`src/rtl/muldiv_pkg.sv`:
```
// Package: shared opcode type for the multiply-divide unit.
// Assumes a 2-bit opcode; bit 1 selects divide, bit 0 selects unsigned.
package muldiv_pkg;
    typedef enum logic [1:0] {
        MD_SMUL = 2'b00,
        MD_UMUL = 2'b01,
        MD_SDIV = 2'b10,
        MD_UDIV = 2'b11
    } md_op_e;
endpackage

```
`src/rtl/mdu_operand_prep.sv`:
```
// Operand preparation: turns raw operands into magnitudes and records
// the signs that the result must take. Purely combinational.
// Assumes W >= 2. Magnitude of the most negative value is 2^(W-1) unsigned.
module mdu_operand_prep
    import muldiv_pkg::*;
#(
    parameter int W = 32
) (
    input  md_op_e         op_i,
    input  logic [W-1:0]   a_i,
    input  logic [W-1:0]   b_i,
    output logic           div_o,
    output logic [W-1:0]   mag_a_o,
    output logic [W-1:0]   mag_b_o,
    output logic           neg_main_o,
    output logic           neg_rem_o,
    output logic           b_zero_o
);
    logic is_signed;
    logic a_neg;
    logic b_neg;

    // Decode the opcode and derive sign and magnitude information.
    always_comb begin
        is_signed  = (op_i == MD_SMUL) || (op_i == MD_SDIV);
        div_o      = (op_i == MD_SDIV) || (op_i == MD_UDIV);
        a_neg      = is_signed && a_i[W-1];
        b_neg      = is_signed && b_i[W-1];
        mag_a_o    = a_neg ? (~a_i + 1'b1) : a_i;
        mag_b_o    = b_neg ? (~b_i + 1'b1) : b_i;
        neg_main_o = a_neg ^ b_neg;
        neg_rem_o  = a_neg;
        b_zero_o   = (b_i == '0);
    end
endmodule

```
`src/rtl/mdu_iter_core.sv`:
```
// Iterative core: one shift-add multiply step or one restoring divide step
// per cycle on unsigned magnitudes, W steps per operation.
// Assumes load_i and run_i are never high together (top only loads when idle).
module mdu_iter_core #(
    parameter int W = 32
) (
    input  logic           clk,
    input  logic           rst_n,
    input  logic           load_i,
    input  logic           run_i,
    input  logic           div_i,
    input  logic [W-1:0]   opa_i,
    input  logic [W-1:0]   opb_i,
    output logic           last_o,
    output logic [W-1:0]   hi_o,
    output logic [W-1:0]   lo_o
);
    localparam int CW = $clog2(W + 1);

    logic [W:0]    acc_hi;
    logic [W-1:0]  acc_lo;
    logic [W-1:0]  dvs;
    logic          mode_div;
    logic [CW-1:0] cnt;

    logic [W:0]    mul_sum;
    logic [W:0]    shifted;
    logic [W:0]    trial;

    // Next-step arithmetic for both algorithms.
    always_comb begin
        mul_sum = {1'b0, acc_hi[W-1:0]} + (acc_lo[0] ? {1'b0, dvs} : '0);
        shifted = {acc_hi[W-1:0], acc_lo[W-1]};
        trial   = shifted - {1'b0, dvs};
    end

    // Load operands, then step the accumulator and step counter.
    always_ff @(posedge clk) begin
        if (!rst_n) begin
            acc_hi   <= '0;
            acc_lo   <= '0;
            dvs      <= '0;
            mode_div <= 1'b0;
            cnt      <= '0;
        end else if (load_i) begin
            acc_hi   <= '0;
            acc_lo   <= opa_i;
            dvs      <= opb_i;
            mode_div <= div_i;
            cnt      <= CW'(W);
        end else if (run_i && cnt != '0) begin
            cnt <= cnt - 1'b1;
            if (mode_div) begin
                if (!trial[W]) begin
                    acc_hi <= trial;
                    acc_lo <= {acc_lo[W-2:0], 1'b1};
                end else begin
                    acc_hi <= shifted;
                    acc_lo <= {acc_lo[W-2:0], 1'b0};
                end
            end else begin
                acc_hi <= {1'b0, mul_sum[W:1]};
                acc_lo <= {mul_sum[0], acc_lo[W-1:1]};
            end
        end
    end

    assign last_o = (cnt == '0);
    assign hi_o   = acc_hi[W-1:0];
    assign lo_o   = acc_lo;

    // the partial remainder stays below a nonzero divisor at every step.
    a_r4_rem_below_divisor: assert property (@(posedge clk) disable iff (!rst_n)
        (run_i && mode_div && dvs != '0) |-> (acc_hi < {1'b0, dvs}));
endmodule

```
`src/rtl/mdu_result_fix.sv`:
```
// Result correction: applies the recorded signs to the unsigned core result
// and forces the defined divide-by-zero quotient. Purely combinational.
// Assumes core hi/lo hold product halves (multiply) or remainder/quotient.
module mdu_result_fix #(
    parameter int W = 32
) (
    input  logic           div_i,
    input  logic           neg_main_i,
    input  logic           neg_rem_i,
    input  logic           b_zero_i,
    input  logic [W-1:0]   core_hi_i,
    input  logic [W-1:0]   core_lo_i,
    output logic [W-1:0]   res_hi_o,
    output logic [W-1:0]   res_lo_o
);
    logic [2*W-1:0] prod;

    // Select the signed or unsigned form of product, quotient and remainder.
    always_comb begin
        prod = {core_hi_i, core_lo_i};
        if (neg_main_i) prod = ~prod + 1'b1;
        if (div_i) begin
            res_hi_o = neg_rem_i ? (~core_hi_i + 1'b1) : core_hi_i;
            if (b_zero_i)        res_lo_o = '1;
            else if (neg_main_i) res_lo_o = ~core_lo_i + 1'b1;
            else                 res_lo_o = core_lo_i;
        end else begin
            res_hi_o = prod[2*W-1:W];
            res_lo_o = prod[W-1:0];
        end
    end
endmodule

```
`src/rtl/muldiv_hilo.sv`:
```
// Top: multiply-divide unit with a HI/LO result register pair.
// Accepts a start only when idle, runs W core steps, then writes HI and LO
// together and pulses done. Assumes opcode encoding from muldiv_pkg.
module muldiv_hilo
    import muldiv_pkg::*;
#(
    parameter int W = 32
) (
    input  logic           clk,
    input  logic           rst_n,
    input  logic           start_i,
    input  logic [1:0]     op_i,
    input  logic [W-1:0]   opa_i,
    input  logic [W-1:0]   opb_i,
    output logic           busy_o,
    output logic           done_o,
    output logic [W-1:0]   hi_o,
    output logic [W-1:0]   lo_o
);
    logic           busy_q;
    logic           done_q;
    logic [W-1:0]   hi_q;
    logic [W-1:0]   lo_q;
    logic           div_q;
    logic           negm_q;
    logic           negr_q;
    logic           bz_q;

    logic           accept;
    logic           finish;
    logic           p_div;
    logic [W-1:0]   p_mag_a;
    logic [W-1:0]   p_mag_b;
    logic           p_negm;
    logic           p_negr;
    logic           p_bz;
    logic           core_last;
    logic [W-1:0]   core_hi;
    logic [W-1:0]   core_lo;
    logic [W-1:0]   fix_hi;
    logic [W-1:0]   fix_lo;

    mdu_operand_prep #(.W(W)) prep_i (
        .op_i       (md_op_e'(op_i)),
        .a_i        (opa_i),
        .b_i        (opb_i),
        .div_o      (p_div),
        .mag_a_o    (p_mag_a),
        .mag_b_o    (p_mag_b),
        .neg_main_o (p_negm),
        .neg_rem_o  (p_negr),
        .b_zero_o   (p_bz)
    );

    mdu_iter_core #(.W(W)) core_i (
        .clk    (clk),
        .rst_n  (rst_n),
        .load_i (accept),
        .run_i  (busy_q),
        .div_i  (p_div),
        .opa_i  (p_mag_a),
        .opb_i  (p_mag_b),
        .last_o (core_last),
        .hi_o   (core_hi),
        .lo_o   (core_lo)
    );

    mdu_result_fix #(.W(W)) fix_i (
        .div_i      (div_q),
        .neg_main_i (negm_q),
        .neg_rem_i  (negr_q),
        .b_zero_i   (bz_q),
        .core_hi_i  (core_hi),
        .core_lo_i  (core_lo),
        .res_hi_o   (fix_hi),
        .res_lo_o   (fix_lo)
    );

    assign accept = start_i && !busy_q;
    assign finish = busy_q && core_last;

    // Control and result registers: accept, complete, commit HI/LO.
    always_ff @(posedge clk) begin
        if (!rst_n) begin
            busy_q <= 1'b0;
            done_q <= 1'b0;
            hi_q   <= '0;
            lo_q   <= '0;
            div_q  <= 1'b0;
            negm_q <= 1'b0;
            negr_q <= 1'b0;
            bz_q   <= 1'b0;
        end else begin
            done_q <= finish;
            if (accept) begin
                busy_q <= 1'b1;
                div_q  <= p_div;
                negm_q <= p_negm;
                negr_q <= p_negr;
                bz_q   <= p_bz;
            end else if (finish) begin
                busy_q <= 1'b0;
                hi_q   <= fix_hi;
                lo_q   <= fix_lo;
            end
        end
    end

    assign busy_o = busy_q;
    assign done_o = done_q;
    assign hi_o   = hi_q;
    assign lo_o   = lo_q;

    // done lasts one cycle.
    a_r6_done_pulse: assert property (@(posedge clk) disable iff (!rst_n)
        done_o |=> !done_o);
    // done comes with busy low, right after a busy cycle.
    a_r6_done_idle: assert property (@(posedge clk) disable iff (!rst_n)
        done_o |-> (!busy_o && $past(busy_o)));
    // HI changes only with done.
    a_r7_hold_hi: assert property (@(posedge clk) disable iff (!rst_n)
        !$stable(hi_o) |-> done_o);
    // LO changes only with done.
    a_r7_hold_lo: assert property (@(posedge clk) disable iff (!rst_n)
        !$stable(lo_o) |-> done_o);
    // busy only rises from a start request seen while idle.
    a_r8_busy_from_idle_start: assert property (@(posedge clk) disable iff (!rst_n)
        $rose(busy_o) |-> ($past(start_i) && !$past(busy_o)));
endmodule

```
`config.mk`:
```
export PLATFORM = sky130hd
export DESIGN_NAME = muldiv_hilo
export DESIGN_NICKNAME = d
export VERILOG_FILES = /design/src/rtl/muldiv_pkg.sv /design/src/rtl/mdu_operand_prep.sv /design/src/rtl/mdu_iter_core.sv /design/src/rtl/mdu_result_fix.sv /design/src/rtl/muldiv_hilo.sv
export SDC_FILE = /design/constraint.sdc
export NUM_CORES = 1
export LEC_CHECK = 0
export BUFFER_PORTS_ARGS = -buffer_cell sky130_fd_sc_hd__buf_2
export CORE_ASPECT_RATIO = 1.2
export CORE_MARGIN = 4
export CORE_UTILIZATION = 50
export DETAILED_ROUTE_END_ITERATION = 8
export GPL_ROUTABILITY_DRIVEN = 0
export PLACE_DENSITY = 0.69
export SLEW_MARGIN = 5
export SYNTH_ARGS = -nofsm -noshare
export SYNTH_HDL_FRONTEND = slang
export SYNTH_SLANG_ARGS = --single-unit
```
`constraint.sdc`:
```
create_clock -name clk -period 4.5 [get_ports clk]
set_input_delay 0.45 -clock clk [delete_from_list [all_inputs] [get_ports clk]]
set_output_delay 0.45 -clock clk [all_outputs]
set_load 0.01 [all_outputs]
```
==> run metrics, run 1 <==
Synth area leader dfxtp_1; clk buf depth 2; CTS Hold Bufs 0; clock share of power 31.0%; share of layout cells above drive strength 1 12.0%; total global routing overflow 0; vias in the first global route 13,400; Antenna Nets Post-Route 0; unrepaired setup endpoints after global routing no; dpl cell area 14,700 µm²; CP Cell Sequence inv_1 -> buf_4 -> nor2_1 -> ha_1 -> a21oi_1 -> nand2_1 -> o41a_1 -> a221o_1 -> o311ai_0 -> o21ai_1 -> a31oi_1 -> mux2_2 -> a21oi_1; Post-Syn Area per Cell 7.42 µm²; DRT Wirelength ~45 mm; Sw Pwr 1.92 mW; Pint 3.00 mW; DP Cell Count 2,239; slowest CP cell o41a_1; die width 159 µm; clock tree from TritonCTS done; most common cell in the netlist nor2_1; Slew Viols, Final 0; Residual DRC 0; Primary FF master, synth dfxtp_1; CTS root buf clkbuf_16; Seq pwr share 36.6%; ys async rst share 0%; CTS buffer count 17; global-route wire length before repair 71.5 mm; status completed; ranking of synthesized cells by area dfxtp_1 (25%), ha_1 (6.4%), a211oi_1 (6.3%); minimum clock period 4.01 ns; Fin Clk Skew around 0.018 ns; Setup crit end kind register; CP top delay family compound AO/OA/AOI/OAI gates; CTS sink count 172; synth-to-layout area growth 10.9%; vias around 14,000; post_cts resized 0; cell area after layout 15,300 µm²; Post-Syn Instances ~1,900; antenna violations before repair 0; mapped cell area ~14,000 µm²; share of the yosys chip area belonging to registers 25.0%; fmax 0.249 GHz; Sum Neg Setup Slack 0 ns; total die area 30,300 µm²; Buffers on Ports around 130; Pre-Repair DR Iteration Count 7; final period utilization around nine tenths; buffers plus inverters on the worst setup path 2; crit path launch type register; io pins 135; initial detailed-routing violation count around 1,200; ANT cells 0; nets@finish 2,059; combinational share of power 32.4%; core area 27,100 µm²; #FFs+latches synth 172; row cnt 66; crit path DAT 4.41 ns; hold_ws 0.303 ns; post-route non-filler standard cell count 2,271; H-tree Lvls 4; number of synthesized flops with an enable pin 0; initial core utilization roughly 51%; Die Y 190 µm; max_slew headroom 33.1%; Tightest Pin Transition ~1.0 ns; WP data required roughly 5 ns; Max Cap Viol 0; largest net degree at the start of global routing 95; per-cell routed wire length 19.8 µm; Mapped Nets 1,996; Leak Pwr 6.15 nW; type of the worst min-delay path in2reg; Clk pin slew, worst setup/hold paths roughly 0.080 ns; Commonest cells post-synth nor2_1 (229), dfxtp_1 (172), a21oi_1 (169); Pwr Density 322 nW/µm²; post-DR vias/cell 6.34; Skew-Pair Late Insertion Delay roughly 0.47 ns; Switching Fraction 39.0%; setup bufs post-CTS 0; Unique masters post-synth 73; post-synth top area share 25.0%; GRT Total Usage 28.8%; Setup-failing EPs final 0; Final Hold Fails 0; most used cell, CP a21oi_1; Synth Warn # 0; CP max stage delay 0.41 ns; Max IR drop VDD 0.251 mV; DP Wirelength between 30 and 40 mm; CP Max Fanout 25; Crit Path Class reg2reg
[layout make-up]
type                       count  area, µm²
fill                        2605      11800
tap                          340        425
sequential                   172       3450
multi-input combinational   1490       9610
inverter                      67        251
clock inverter                15        165
clock buffer                  17        425
timing repair buffer         170        941
[metrics by stage]
step	worst slack, ns	util [%]	total power, mW
after floorplan	1.07	-	2.90
after global placement	0.661	54.2	3.37
after detailed placement	0.531	54.2	3.39
after CTS	0.518	56.3	4.91
after global routing	0.0902	56.3	5.16
final	0.486	56.3	4.92
[cell usage in the layout (no fill, tap or decap), types with 28 or more instances in the layout]
master / count
or3_1: 28
buf_4: 36
o21ai_0: 124
nor3_1: 42
dfxtp_1: 171
a21o_1: 30
buf_2: 134
inv_1: 66
nor2_1: 229
nand2_1: 135
ha_1: 70
mux2i_1: 34
xnor2_1: 80
xor2_1: 88
a21oi_1: 168
o31ai_1: 33
a211oi_1: 116
[worst reg2reg max path: stages (launching register included)]
cell and delay (ns):
dfxtp_1 0.36, inv_1 0.28, buf_4 0.34, nor2_1 0.07
ha_1 0.35, a21oi_1 0.33, nand2_1 0.09, o41a_1 0.41
a221o_1 0.39, o311ai_0 0.39, o21ai_1 0.24, a31oi_1 0.23
mux2_2 0.35, a21oi_1 0.13
[sequential cells by signal (all words and copies together), names as in the netlist]
| register | flops |
|---|---|
| core_i.dvs | 32 |
| bz_q | 1 |
| negr_q | 1 |
| lo_o | 32 |
| done_o | 1 |
| core_i.mode_div | 1 |
| busy_o | 1 |
| core_i.cnt | 6 |
| negm_q | 1 |
| hi_o | 32 |
| core_i.acc_hi | 32 |
| core_i.lo_o | 32 |
[power groups by stage]
stage	clock (mW)	combinational (mW)	sequential (mW)
global route	1.60	1.74	1.82
CTS	1.54	1.57	1.80
global placement	0	1.54	1.83
detailed placement	0	1.56	1.83
floorplan	0	1.10	1.80
finish	1.53	1.59	1.80
[routing by layer]
| metal | global-route usage [%] | wire, µm | up-vias |
|---|---|---|---|
| met4 | 14.5 | 2210 | 0 |
| li1 | - | - | 6924 |
| met1 | 36.4 | 18400 | 6665 |
| met3 | 4.29 | 3130 | 151 |
| met2 | 48.0 | 21200 | 654 |
| met5 | 0 | 0 | - |
[final timing paths]
check                                         to                   startpoint  cells after the start  slack [ns]
setup / recovery  core_i.acc_hi[27]$_SDFFE_PP0P_  core_i.lo_o[0]$_SDFFE_PN0P_                     13        0.49
hold / removal      core_i.mode_div$_SDFFE_PN0P_                      op_i[1]                      3        0.30
setup reg to reg  core_i.acc_hi[27]$_SDFFE_PP0P_  core_i.lo_o[0]$_SDFFE_PN0P_                     13        0.49
hold reg to reg            hi_o[17]$_SDFFE_PN0P_        hi_o[17]$_SDFFE_PN0P_                      2        0.46
[kinds of logic (layout without fill, tap and decap cells)]
family	after synthesis	in the layout	synth area share, %
fa+ha+maj	72	72	6.65
simple gates	580	580	19.6
flops	172	172	25.0
compound gates	631	631	29.8
xor+xnor	170	170	10.9
buf+inv	193	269	5.33
mux	37	37	2.72
Power figures use the tool's default switching activity.
==> inputs of run 2 (changes only) <==
- CORE_ASPECT_RATIO: 1.2 -> not set
==> run 2 against run 1 <==
Compared with the run above:
- sequential power is essentially flat
- maximum frequency grew 3.8%
- count of clock-buffer cells in the layout grew 1
- non-clock buffer count shrank 1
- via count shrank 0.14%
- die area is essentially flat
- flip-flop and latch count is the same
- clock skew shrank 0.0040 ns
- setup slack gained 0.15 ns
- design area is the same
==> run metrics, run 2 (synthesized netlist as in run 1, its figures left out) <==
cell area after layout 15,300 µm²; CTS buffer count 17; WHS Path Cells 3; Clk pin slew, worst setup/hold paths 0.07 ns; R2R Path End core_i.acc_hi[27]$_SDFFE_PP0P_; Fin Clk Skew 0.0136 ns; Setup WS pre-CTS 0.730 ns; type of the worst min-delay path in2reg; post-DR vias/cell roughly 6.3; ANT cells 0; post-route non-filler standard cell count 2,271; synth-to-layout area growth 10.9%; Setup-failing EPs final 0; global-route track usage on met3 5.94%; H-tree Lvls 4; vias in the first global route ~13,000; Die Y 174 µm; setup bufs post-CTS 0; Leak Pwr 6.14 nW; GR peak layer met2; Final Hold Fails 0; GR Util met1 40.2%; total global routing overflow 0; Buffers on Ports 134; nets@finish a little over 2,000; most used cell, CP buf_4; post_cts resized 0; Hold Crit Start op_i[1]; Slew Viols, Final 0; most frequent cells in the layout nor2_1 (229), dfxtp_1 (171), a21oi_1 (168); hold endpoint core_i.mode_div$_SDFFE_PN0P_; initial core utilization 50.9%; Skew-Pair Late Insertion Delay ~0.44 ns; WP data required 4.87 ns; Pre-Repair DR Iteration Count 6; Core Util, Final between 50% and 60%; Max Cap Viol 0; share of layout cells above drive strength 1 about an eighth; CTS sink count 172; Max IR drop VDD 0.233 mV; Setup crit end kind register; hold_ws between 0.2 and 0.25 ns; fmax 0.259 GHz; GRT Total Usage 28.3%; total power draw between 4 and 5 mW; clk buf depth 2; post-route setup slack 0.632 ns; CP max stage delay roughly 0.47 ns; status completed; CTS Hold Bufs 0; DRT Wirelength 44.5 mm; Crit Path Class reg2reg; CTS root buf clkbuf_16; crit path launch type register; row cnt 60; minimum clock period 3.87 ns; DP Wirelength 33.0 mm; unrepaired setup endpoints after global routing no; antenna violations before repair 0; R2R Setup Slk between 0.6 and 0.7 ns; r2r startpoint core_i.lo_o[0]$_SDFFE_PN0P_; dpl cell area 14,700 µm²; per-cell routed wire length 19.6 µm; initial detailed-routing violation count 1,371; core area 27,000 µm²; vias ~14,000; final period utilization 86.0%; DP Cell Count between 2,000 and 2,500; Antenna Nets Post-Route 0; largest net degree at the start of global routing 95; clock tree from TritonCTS done; crit path DAT about 4.2 ns; max_slew headroom 25.1%; Tightest Pin Transition 1.12 ns; CP Cell Sequence inv_1 -> buf_4 -> buf_4 -> nor2_1 -> ha_1 -> nand3_1 -> o22ai_1 -> o41a_1 -> a221o_1 -> o311ai_0 -> o21ai_1 -> a31oi_1 -> mux2_2 -> a21oi_1; global-route wire length before repair between 70 and 80 mm; Residual DRC 0; io pins 135; CP Max Fanout 21; die width 174 µm; worst reg2reg path depth 14; most common cell after layout, fill and taps aside nor2_1; Sum Neg Setup Slack 0 ns; total die area between 30,000 and 40,000 µm²; met2 Use GR between 40% and 50%; Pwr Density 322 nW/µm²; slowest CP cell o41a_1
[run 2: worst max-delay path by stage]
stage / from / endpoint
detailed placement: core_i.lo_o[0]$_SDFFE_PN0P_ / core_i.acc_hi[27]$_SDFFE_PP0P_
finish: core_i.lo_o[0]$_SDFFE_PN0P_ / core_i.acc_hi[27]$_SDFFE_PP0P_
global placement: core_i.lo_o[0]$_SDFFE_PN0P_ / core_i.acc_hi[27]$_SDFFE_PP0P_
floorplan: core_i.lo_o[0]$_SDFFE_PN0P_ / core_i.acc_hi[27]$_SDFFE_PP0P_
CTS: core_i.lo_o[0]$_SDFFE_PN0P_ / core_i.acc_hi[27]$_SDFFE_PP0P_
global route: core_i.lo_o[0]$_SDFFE_PN0P_ / core_i.acc_hi[27]$_SDFFE_PP0P_
[run 2: cell type report]
type,count,area [µm²]
inverters,67,251
repair buffers,169,933
fillers,2585,11800
well taps,341,427
clock buffers,18,429
clock inverters,14,168
flip-flops and latches,172,3450
multi-input cells,1490,9610
[run 2: critical path, delay by kind of cell (launching register included)]
family                   cells  cell delay [ns]
multiplexers                 1             0.36
flip-flops                   1             0.37
AO/OA/AOI/OAI                7             1.97
adder cells (fa/ha/maj)      1             0.33
buffers and inverters        3             0.62
AND/OR/NAND/NOR              2             0.16
[run 2: power breakdown]
part | switching (mW) | internal (mW) | total, mW
Sequential | 0.157 | 1.66 | 1.81
Combinational | 0.977 | 0.586 | 1.56
Clock | 0.736 | 0.796 | 1.53
[run 2: routing by layer]
| metal | vias up | wire, µm |
|---|---|---|
| met5 | - | 0 |
| met4 | 0 | 1800 |
| met3 | 126 | 4250 |
| met2 | 695 | 18600 |
| met1 | 6641 | 19900 |
| li1 | 6912 | - |
